## config.mk

```make
export PLATFORM = sky130hd
export DESIGN_NAME = dma_thread_fsm
export DESIGN_NICKNAME = d
export VERILOG_FILES = /design/src/rtl/dmat_pkg.sv /design/src/rtl/dmat_txn_counter.sv /design/src/rtl/dmat_next_state.sv /design/src/rtl/dmat_flags.sv /design/src/rtl/dma_thread_fsm.sv
export SDC_FILE = /design/constraint.sdc
export NUM_CORES = 1
export LEC_CHECK = 0
export ABC_CLOCK_PERIOD_IN_PS = 1700
export BUFFER_PORTS_ARGS = -buffer_cell sky130_fd_sc_hd__buf_2
export CAP_MARGIN = 25
export CORE_UTILIZATION = 28
export DETAILED_ROUTE_END_ITERATION = 12
export GPL_TIMING_DRIVEN = 1
export PLACE_DENSITY = 0.45
export REMOVE_ABC_BUFFERS = 1
export SYNTH_ARGS = -nofsm -noshare
export SYNTH_HDL_FRONTEND = slang
export SYNTH_SLANG_ARGS = --single-unit
```

## constraint.sdc

```tcl
create_clock -name clk -period 1.7 [get_ports clk]
set_clock_uncertainty 0.1 [all_clocks]
set_input_delay 0.17 -clock clk [delete_from_list [all_inputs] [get_ports clk]]
set_output_delay 0.17 -clock clk [all_outputs]
set_load 0.01 [all_outputs]
```

## src/rtl/dmat_pkg.sv

```systemverilog
package dmat_pkg;

    typedef enum logic [2:0] {
        TS_STOPPED  = 3'd0,
        TS_EXEC     = 3'd1,
        TS_COMPLETE = 3'd2,
        TS_WAITPER  = 3'd3,
        TS_BARRIER  = 3'd4,
        TS_FLTDRAIN = 3'd5,
        TS_KILLING  = 3'd6,
        TS_FAULTED  = 3'd7
    } thr_state_t;

    typedef struct packed {
        logic start;
        logic barrier;
        logic waitper;
        logic done;
        logic fault;
        logic kill;
        logic per_ready;
    } thr_evt_t;

endpackage

```

## src/rtl/dmat_txn_counter.sv

```systemverilog
module dmat_txn_counter #(
    parameter int CNT_W = 4
) (
    input  logic             clk,
    input  logic             rst_n,
    input  logic             inc,
    input  logic             dec,
    output logic [CNT_W-1:0] cnt,
    output logic             is_zero
);
    localparam logic [CNT_W-1:0] CNT_MAX  = {CNT_W{1'b1}};
    localparam logic [CNT_W-1:0] CNT_ZERO = '0;
    localparam logic [CNT_W-1:0] CNT_ONE  = CNT_W'(1);

    logic [CNT_W-1:0] cnt_nxt;

    always_comb begin
        unique case ({inc, dec})
            2'b10:   cnt_nxt = (cnt == CNT_MAX)  ? cnt : cnt + CNT_ONE;
            2'b01:   cnt_nxt = (cnt == CNT_ZERO) ? cnt : cnt - CNT_ONE;
            default: cnt_nxt = cnt;
        endcase
    end

    always_ff @(posedge clk or negedge rst_n) begin
        if (!rst_n) cnt <= CNT_ZERO;
        else        cnt <= cnt_nxt;
    end

    assign is_zero = (cnt == CNT_ZERO);

    // a decrement at zero leaves the count at zero
    assert_no_underflow_R11: assert property (@(posedge clk) disable iff (!rst_n)
        (cnt == CNT_ZERO && dec && !inc) |=> cnt == CNT_ZERO);

    // an increment at the limit leaves the count at the limit
    assert_no_overflow_R11: assert property (@(posedge clk) disable iff (!rst_n)
        (cnt == CNT_MAX && inc && !dec) |=> cnt == CNT_MAX);

    // an increment and a decrement in the same cycle cancel
    assert_pair_cancel_R11: assert property (@(posedge clk) disable iff (!rst_n)
        (inc && dec) |=> cnt == $past(cnt));

endmodule

```

## src/rtl/dmat_next_state.sv

```systemverilog
module dmat_next_state
    import dmat_pkg::*;
(
    input  thr_state_t cur,
    input  thr_evt_t   ev,
    input  logic       drained,
    output thr_state_t nxt
);
    always_comb begin
        nxt = cur;
        unique case (cur)
            TS_STOPPED: begin
                if (ev.start) nxt = TS_EXEC;
            end
            TS_EXEC: begin
                if      (ev.fault)   nxt = TS_FLTDRAIN;
                else if (ev.kill)    nxt = TS_KILLING;
                else if (ev.done)    nxt = TS_COMPLETE;
                else if (ev.barrier) nxt = TS_BARRIER;
                else if (ev.waitper) nxt = TS_WAITPER;
            end
            TS_BARRIER: begin
                if      (ev.fault) nxt = TS_FLTDRAIN;
                else if (ev.kill)  nxt = TS_KILLING;
                else if (drained)  nxt = TS_EXEC;
            end
            TS_WAITPER: begin
                if      (ev.fault)     nxt = TS_FLTDRAIN;
                else if (ev.kill)      nxt = TS_KILLING;
                else if (ev.per_ready) nxt = TS_EXEC;
            end
            TS_COMPLETE: begin
                if (drained) nxt = TS_STOPPED;
            end
            TS_KILLING: begin
                if (drained) nxt = TS_STOPPED;
            end
            TS_FLTDRAIN: begin
                if (drained) nxt = TS_FAULTED;
            end
            TS_FAULTED: begin
                if (ev.kill) nxt = TS_STOPPED;
            end
            default: nxt = TS_STOPPED;
        endcase
    end
endmodule

```

## src/rtl/dmat_flags.sv

```systemverilog
module dmat_flags
    import dmat_pkg::*;
(
    input  thr_state_t st,
    output logic       stalled,
    output logic       busy,
    output logic       faulted
);
    always_comb begin
        stalled = 1'b0;
        busy    = 1'b1;
        faulted = 1'b0;
        unique case (st)
            TS_STOPPED:  busy = 1'b0;
            TS_EXEC:     ;
            TS_COMPLETE: ;
            TS_KILLING:  ;
            TS_WAITPER:  stalled = 1'b1;
            TS_BARRIER:  stalled = 1'b1;
            TS_FLTDRAIN: begin
                stalled = 1'b1;
                faulted = 1'b1;
            end
            TS_FAULTED: begin
                stalled = 1'b1;
                busy    = 1'b0;
                faulted = 1'b1;
            end
            default: busy = 1'b0;
        endcase
    end
endmodule

```

## src/rtl/dma_thread_fsm.sv

```systemverilog
module dma_thread_fsm
    import dmat_pkg::*;
#(
    parameter int CNT_W = 4
) (
    input  logic       clk,
    input  logic       rst_n,
    input  logic       ev_start,
    input  logic       ev_barrier,
    input  logic       ev_wait_periph,
    input  logic       ev_end,
    input  logic       ev_fault,
    input  logic       ev_kill,
    input  logic       periph_ready,
    input  logic       txn_inc,
    input  logic       txn_dec,
    output logic [2:0] state_code,
    output logic       stalled,
    output logic       busy,
    output logic       faulted
);
    thr_state_t       state;
    thr_state_t       state_nxt;
    thr_evt_t         evt;
    logic [CNT_W-1:0] txn_cnt;
    logic             txn_zero;

    assign evt = '{start:     ev_start,
                   barrier:   ev_barrier,
                   waitper:   ev_wait_periph,
                   done:      ev_end,
                   fault:     ev_fault,
                   kill:      ev_kill,
                   per_ready: periph_ready};

    dmat_txn_counter #(.CNT_W(CNT_W)) u_cnt (
        .clk     (clk),
        .rst_n   (rst_n),
        .inc     (txn_inc),
        .dec     (txn_dec),
        .cnt     (txn_cnt),
        .is_zero (txn_zero)
    );

    dmat_next_state u_nxt (
        .cur     (state),
        .ev      (evt),
        .drained (txn_zero),
        .nxt     (state_nxt)
    );

    always_ff @(posedge clk or negedge rst_n) begin
        if (!rst_n) state <= TS_STOPPED;
        else        state <= state_nxt;
    end

    dmat_flags u_flags (
        .st      (state),
        .stalled (stalled),
        .busy    (busy),
        .faulted (faulted)
    );

    assign state_code = state;

    // the thread never leaves Stopped without a start
    assert_no_selfstart_R1: assert property (@(posedge clk) disable iff (!rst_n)
        (state == TS_STOPPED && !ev_start) |=> state == TS_STOPPED);

    // the barrier holds while transactions remain outstanding
    assert_barrier_hold_R3: assert property (@(posedge clk) disable iff (!rst_n)
        (state == TS_BARRIER && txn_cnt != '0 && !ev_fault && !ev_kill)
        |=> state == TS_BARRIER);

    // a drained kill reaches Stopped one clock later
    assert_kill_drained_R6: assert property (@(posedge clk) disable iff (!rst_n)
        (state == TS_KILLING && txn_cnt == '0) |=> state == TS_STOPPED);

    // Faulting is sticky without a kill
    assert_fault_sticky_R8: assert property (@(posedge clk) disable iff (!rst_n)
        (state == TS_FAULTED && !ev_kill) |=> state == TS_FAULTED);

    // a fault wins over every other event while executing
    assert_fault_first_R9: assert property (@(posedge clk) disable iff (!rst_n)
        (state == TS_EXEC && ev_fault) |=> state == TS_FLTDRAIN);

    // a drain in progress is not redirected by fault or kill
    assert_drain_kept_R10: assert property (@(posedge clk) disable iff (!rst_n)
        (state == TS_COMPLETE && txn_cnt != '0) |=> state == TS_COMPLETE);

endmodule

```

# Word-level counts from Yosys, hierarchy flattened
# Index checks and enable logic that the tools add are counted.
[op_classes]
add_sub_neg = 2
n_eq_ne = 19
mux = 22
reduce_logical = 9
[op_table]
columns = ["operator", "n"]
rows = [
  ["2-to-1 mux 3 bit", 15],
  ["case mux 3 bit (7 select lines)", 1],
  ["== test 3 bit (second input constant)", 4],
  ["inequality test 2 bit (second input constant)", 5],
  ["2-to-1 mux 4 bit", 2],
  ["inequality test 4 bit (second input constant)", 2],
  ["case mux 4 bit (2 select lines)", 1],
  ["AND reduction 7 bit", 1],
  ["== test 3 x 2 -> 1 bit (second input constant)", 2],
  ["inequality test 6 bit (second input constant)", 1],
  ["OR reduction 2 bit", 3],
  ["adder 4 x 1 -> 4 bit (second input constant)", 1],
  ["== test 4 bit (second input constant)", 1],
  ["logical NOT 4 bit", 1],
  ["OR reduction 4 bit", 1],
  ["subtractor 4 x 1 -> 4 bit (second input constant)", 1],
  ["== test 3 x 1 -> 1 bit (second input constant)", 1],
  ["logical NOT 3 bit", 1],
  ["2-to-1 mux 1 bit", 3],
  ["AND reduction 3 bit", 1],
  ["== test 2 x 1 -> 1 bit (second input constant)", 1],
  ["== test 2 bit (second input constant)", 1],
  ["inequality test 2 x 1 -> 1 bit (second input constant)", 1],
  ["nonzero test 2 bit", 1],
]
[totals]
ff_bits = 7
input_bits = 11
out_inout_bits = 6
word_cells = 54

# Depth between registers and ports, before layout
[logic_depth]
word_depth = 6
ltp_mapped = 8
depth_no_buf = 8

# Modules after synthesis
# From an unflattened synthesis, not the netlist that was laid out.
[hier_totals]
cells_unflattened = 57
hier_area_um2 = 528.0
[modules_own_cells]
columns = ["module", "n_inst", "cells_per_inst", "area_per_inst_um2", "seq_area_each_um2"]
rows = [
  ["dmat_txn_counter", 1, 23, 246.5, 100.1],
  ["dmat_next_state", 1, 27, 172.7, 0.0],
  ["dma_thread_fsm", 1, 3, 75.1, 75.1],
  ["dmat_flags", 1, 4, 33.8, 0.0],
]

# Worst setup path before layout
# OpenSTA, ideal clock, no wires.
[synth_timing]
kind = "register to register"
start = "reg u_cnt.cnt[0]"
end = "reg state[0] (netlist: state_code[0])"
setup_ns = 0.079
arrival_time_ns = 1.475
required_time_ns = 1.521
setup_slack_ns = 0.046
stages_incl_launch_ff = 5
n_path_buf = 0
period_less_slack_ns = 1.654
path_cell_list = "dfrtp_1 -> or4_4 -> nand3_1 -> and4_4 -> mux2i_1"
[synth_between]
elab_chain_cells = 3
elab_cells_between_ends = 5
cone_classes = "eq/ne: 3; reduce/logical: 2"
[synth_rtl]
columns = ["element", "line", "source"]
rows = [
  ["from (decl)", "dmat_txn_counter.sv:8", "output logic [CNT_W-1:0] cnt,"],
  ["from (signal assigned)", "dmat_txn_counter.sv:27", "else cnt <= cnt_nxt;"],
  ["logical NOT 4 bit *", "dmat_txn_counter.sv:30", "assign is_zero = (cnt == CNT_ZERO);"],
  ["inequality test 4 bit (no line) (tied with other cells)", "--", ""],
  ["AND reduction 7 bit (no line) *", "--", ""],
  ["to (signal assigned)", "dma_thread_fsm.sv:54", "else state <= state_nxt;"],
  ["to (decl)", "dma_thread_fsm.sv:22", "thr_state_t state;"],
]
# Mark *: on every way between the ends. The rest lies on a longest branch, timed or not.
# A chain may end at the register's enable or synchronous reset.

# Worst setup path after layout
[layout_timing]
start = "reg u_cnt.cnt[2]"
end = "reg state[0] (netlist: state_code[0])"
# The elaborated chain is that of the path after synthesis.

==> qor.yml <==
timing.final.ws_setup_ns: -0.0247
yosys_warnings: 0
crit_family: "simple AND/OR/NAND/NOR gates"
numCtsBuffers: 3
cp.buffers_inverters: 0
drt_iter0_markers: 12
drv_cap: 0
vias: 663
reg2reg_to: "state_code[0]"
insertedDiodeCount: 0
crit_slowest_cell: "or4_4"
powerDensity_nw_per_um2: 1830
wl_met2_um: 721
die_h_um: 50.5
r2r_cells: 4
syn_avg_cell_area_sq_um: 8.55
dp_hpwl_um: 1200
rsz0062_at_grt: "yes"
fill_cells: 249
cp-start-kind: "flop"
fin_crit_sh_pct: 101
wl_met1_um: 819
syn_inst: 77
wire_per_inst_um: 12.2
ys_seq_elements: 7
tritoncts: "built"
cp_max_fo: 5
cts_buffer_depth: 2
clock_latency_ns: 0.25
cts_sinks: 7
synth-seq-area-share_pct: 26.6
setup_viol: 1
port-buffer-count: 16
firstDrtPassIters: 4
initial_utilization_pct: 29.8
drive_above_1_share_pct: 41.3
path_cells: "or4_4, o211ai_4, and4_4, mux2i_2"
violations: "setup timing"
fin_cells: 132
hold_violations: 0
antenna_found_initial: 0
reg2reg_slack_ns: -0.02
cts-htree-levels: 1
maxSlewHeadroom_pct: 77.5
drv_slew: 0
top_layer: "met3"
grt_pass1_vias: 628
ys_types: 39
die_w_um: 50.5
cts-root-buf: "clkbuf_4"
critPathMaxStageDelay_ns: 0.52
worst_pin_slew_ns: 0.333
syn_to_final_growth_pct: 36.9
clk_pin_slew_ns: 0.05
met3_length_um: 75
row_count: 17
gp_congestion: 0.794
arrival_ns: 1.79
min_period_ns: 1.72
grt_start_max_net_pins: 13
p_leak_nw: 0.402
synth_top_cell_area_share_pct: 26.6
required_ns: 1.76
tns_ns: -0.0247
core_region_area_sq_um: 2210
synth_top_area_cell: "dfrtp_1"
total_power_mw: 1.65
place_area_sq_um: 810
peakVddDrop_mv: 0.711
worstHoldPathType: "in2async"
grt-ovfl-total: 0
outcome: "complete, but fails checks"
remaining_drc_errors: 0
dp_cells: 124
r2r-start: "u_cnt.cnt[2]"
fmaxAchievable_ghz: 0.580
track_usage_pct: 14.5
viasPerCell: 5.02
num-nets-final: 120
netlist_area_sq_um: 658
grt_first_pass_wirelength_um: 2770
final_cell_area_sq_um: 901
dieArea_sq_um: 2550
ant_nets: 0
crit_type: "reg2reg"
worst_setup_path_end_kind: "flop"
wl_um: 1620
netlist_top_cells_area: "dfrtp_1 27%, ha_1 7.6%, o21ai_0 5.3%"
io_pins: 17
[sequential cells by signal (all words and copies together), names as in the netlist]
signal and cells:
state_code 3, u_cnt.cnt 4
[per-stage QoR]
step,utilization (%),setup WS (ns),hold slack (ns)
after global placement,36.6,-0.0406,-0.0900
after CTS,39.5,-0.00437,0.186
after global routing,40.7,-0.0992,0.189
final,40.7,-0.0247,0.185
after detailed placement,36.6,-0.0245,-0.0905
after floorplan,-,0.0447,-0.226
[layout make-up]
class	instances	area, sq um	area share (%)
clock buffers	4	26.3	2.92
well taps	28	35.0	3.89
repair buffers	27	169	18.8
inverters	4	15.0	1.67
multi-input cells	62	475	52.8
flip-flops and latches	7	180	20.0
[cells in the final DEF, fill, tap and decap left out, types with 3 or more instances in the layout]
cell type,netlist,layout
a21o_1,3,3
a21oi_1,4,4
a41oi_1,3,3
buf_2,1,16
buf_4,0,9
clkbuf_4,0,3
dfrtp_1,7,3
dfrtp_2,0,4
ha_1,4,4
inv_1,4,4
nor2b_1,3,3
o21ai_0,7,7
xnor2_1,3,3
xor2_1,3,3
[synth_stat cells (all sizes together)]
cell    number
ha           4
nand2b       1
nand3b       1
a221oi       1
nor3         2
or2          1
nand4        1
nand2        2
buf          1
a32oi        1
a22o         1
or4          1
nor4         1
or3          1
nor2         2
or2b         1
and4         2
o211ai       1
a31oi        2
clkbuf       3
nor3b        1
xor2         3
a21oi        4
a41oi        3
dfrtp        7
and2b        1
inv          4
a21o         3
mux2i        1
or3b         1
o21bai       1
nand3        1
xnor2        3
and3         1
nor2b        3
and2         2
o21ai        8
[power by group]
group          internal, mW  switching [mW]  total, mW
logic                 0.574           0.501       1.08
clock network        0.0894          0.0597      0.149
registers             0.270           0.151      0.421
total                 0.934           0.711       1.65
[layer usage]
metal  track usage [%]  up-vias
met5                 0        -
li1                  -      340
met2              20.2       20
met4              4.17        0
met3              4.85        0
met1              20.8      303
[logic make-up after synthesis]
group	count (synthesis)	share of synthesized area [%]
compound gates	25	25.5
fa+ha+maj	4	7.60
mux	1	1.52
simple gates	26	26.1
flops	7	26.6
xor+xnor	6	7.99
buf+inv	8	4.75
[worst register-to-register path, stage by stage, from the launching register on]
cell      delay, ns
dfrtp_2        0.43
or4_4          0.52
o211ai_4       0.11
and4_4         0.27
mux2i_2        0.22
[how the worst max path moves through the flow]
stage                            start             to  slack, ns  depth (start not counted)
after floorplan           u_cnt.cnt[0]  state_code[0]       0.04                          4
after global placement    u_cnt.cnt[2]  state_code[0]      -0.04                          4
after detailed placement  u_cnt.cnt[2]  state_code[0]      -0.02                          4
after CTS                 u_cnt.cnt[0]  state_code[0]     -0.004                          4
after global routing      u_cnt.cnt[2]  state_code[0]       -0.1                          4
final                     u_cnt.cnt[2]  state_code[0]      -0.02                          4
[timing repair]
item | 4_1_cts | 5_1_grt
resized for setup | 2 | 7
hold buffers | 1 | 0
buffers inserted | 3 | 1
setup endpoints to repair | 1 | 6
pin swaps | 2 | 1
hold endpoints to repair | 7 | 0
(Power assumes the default switching activity.)
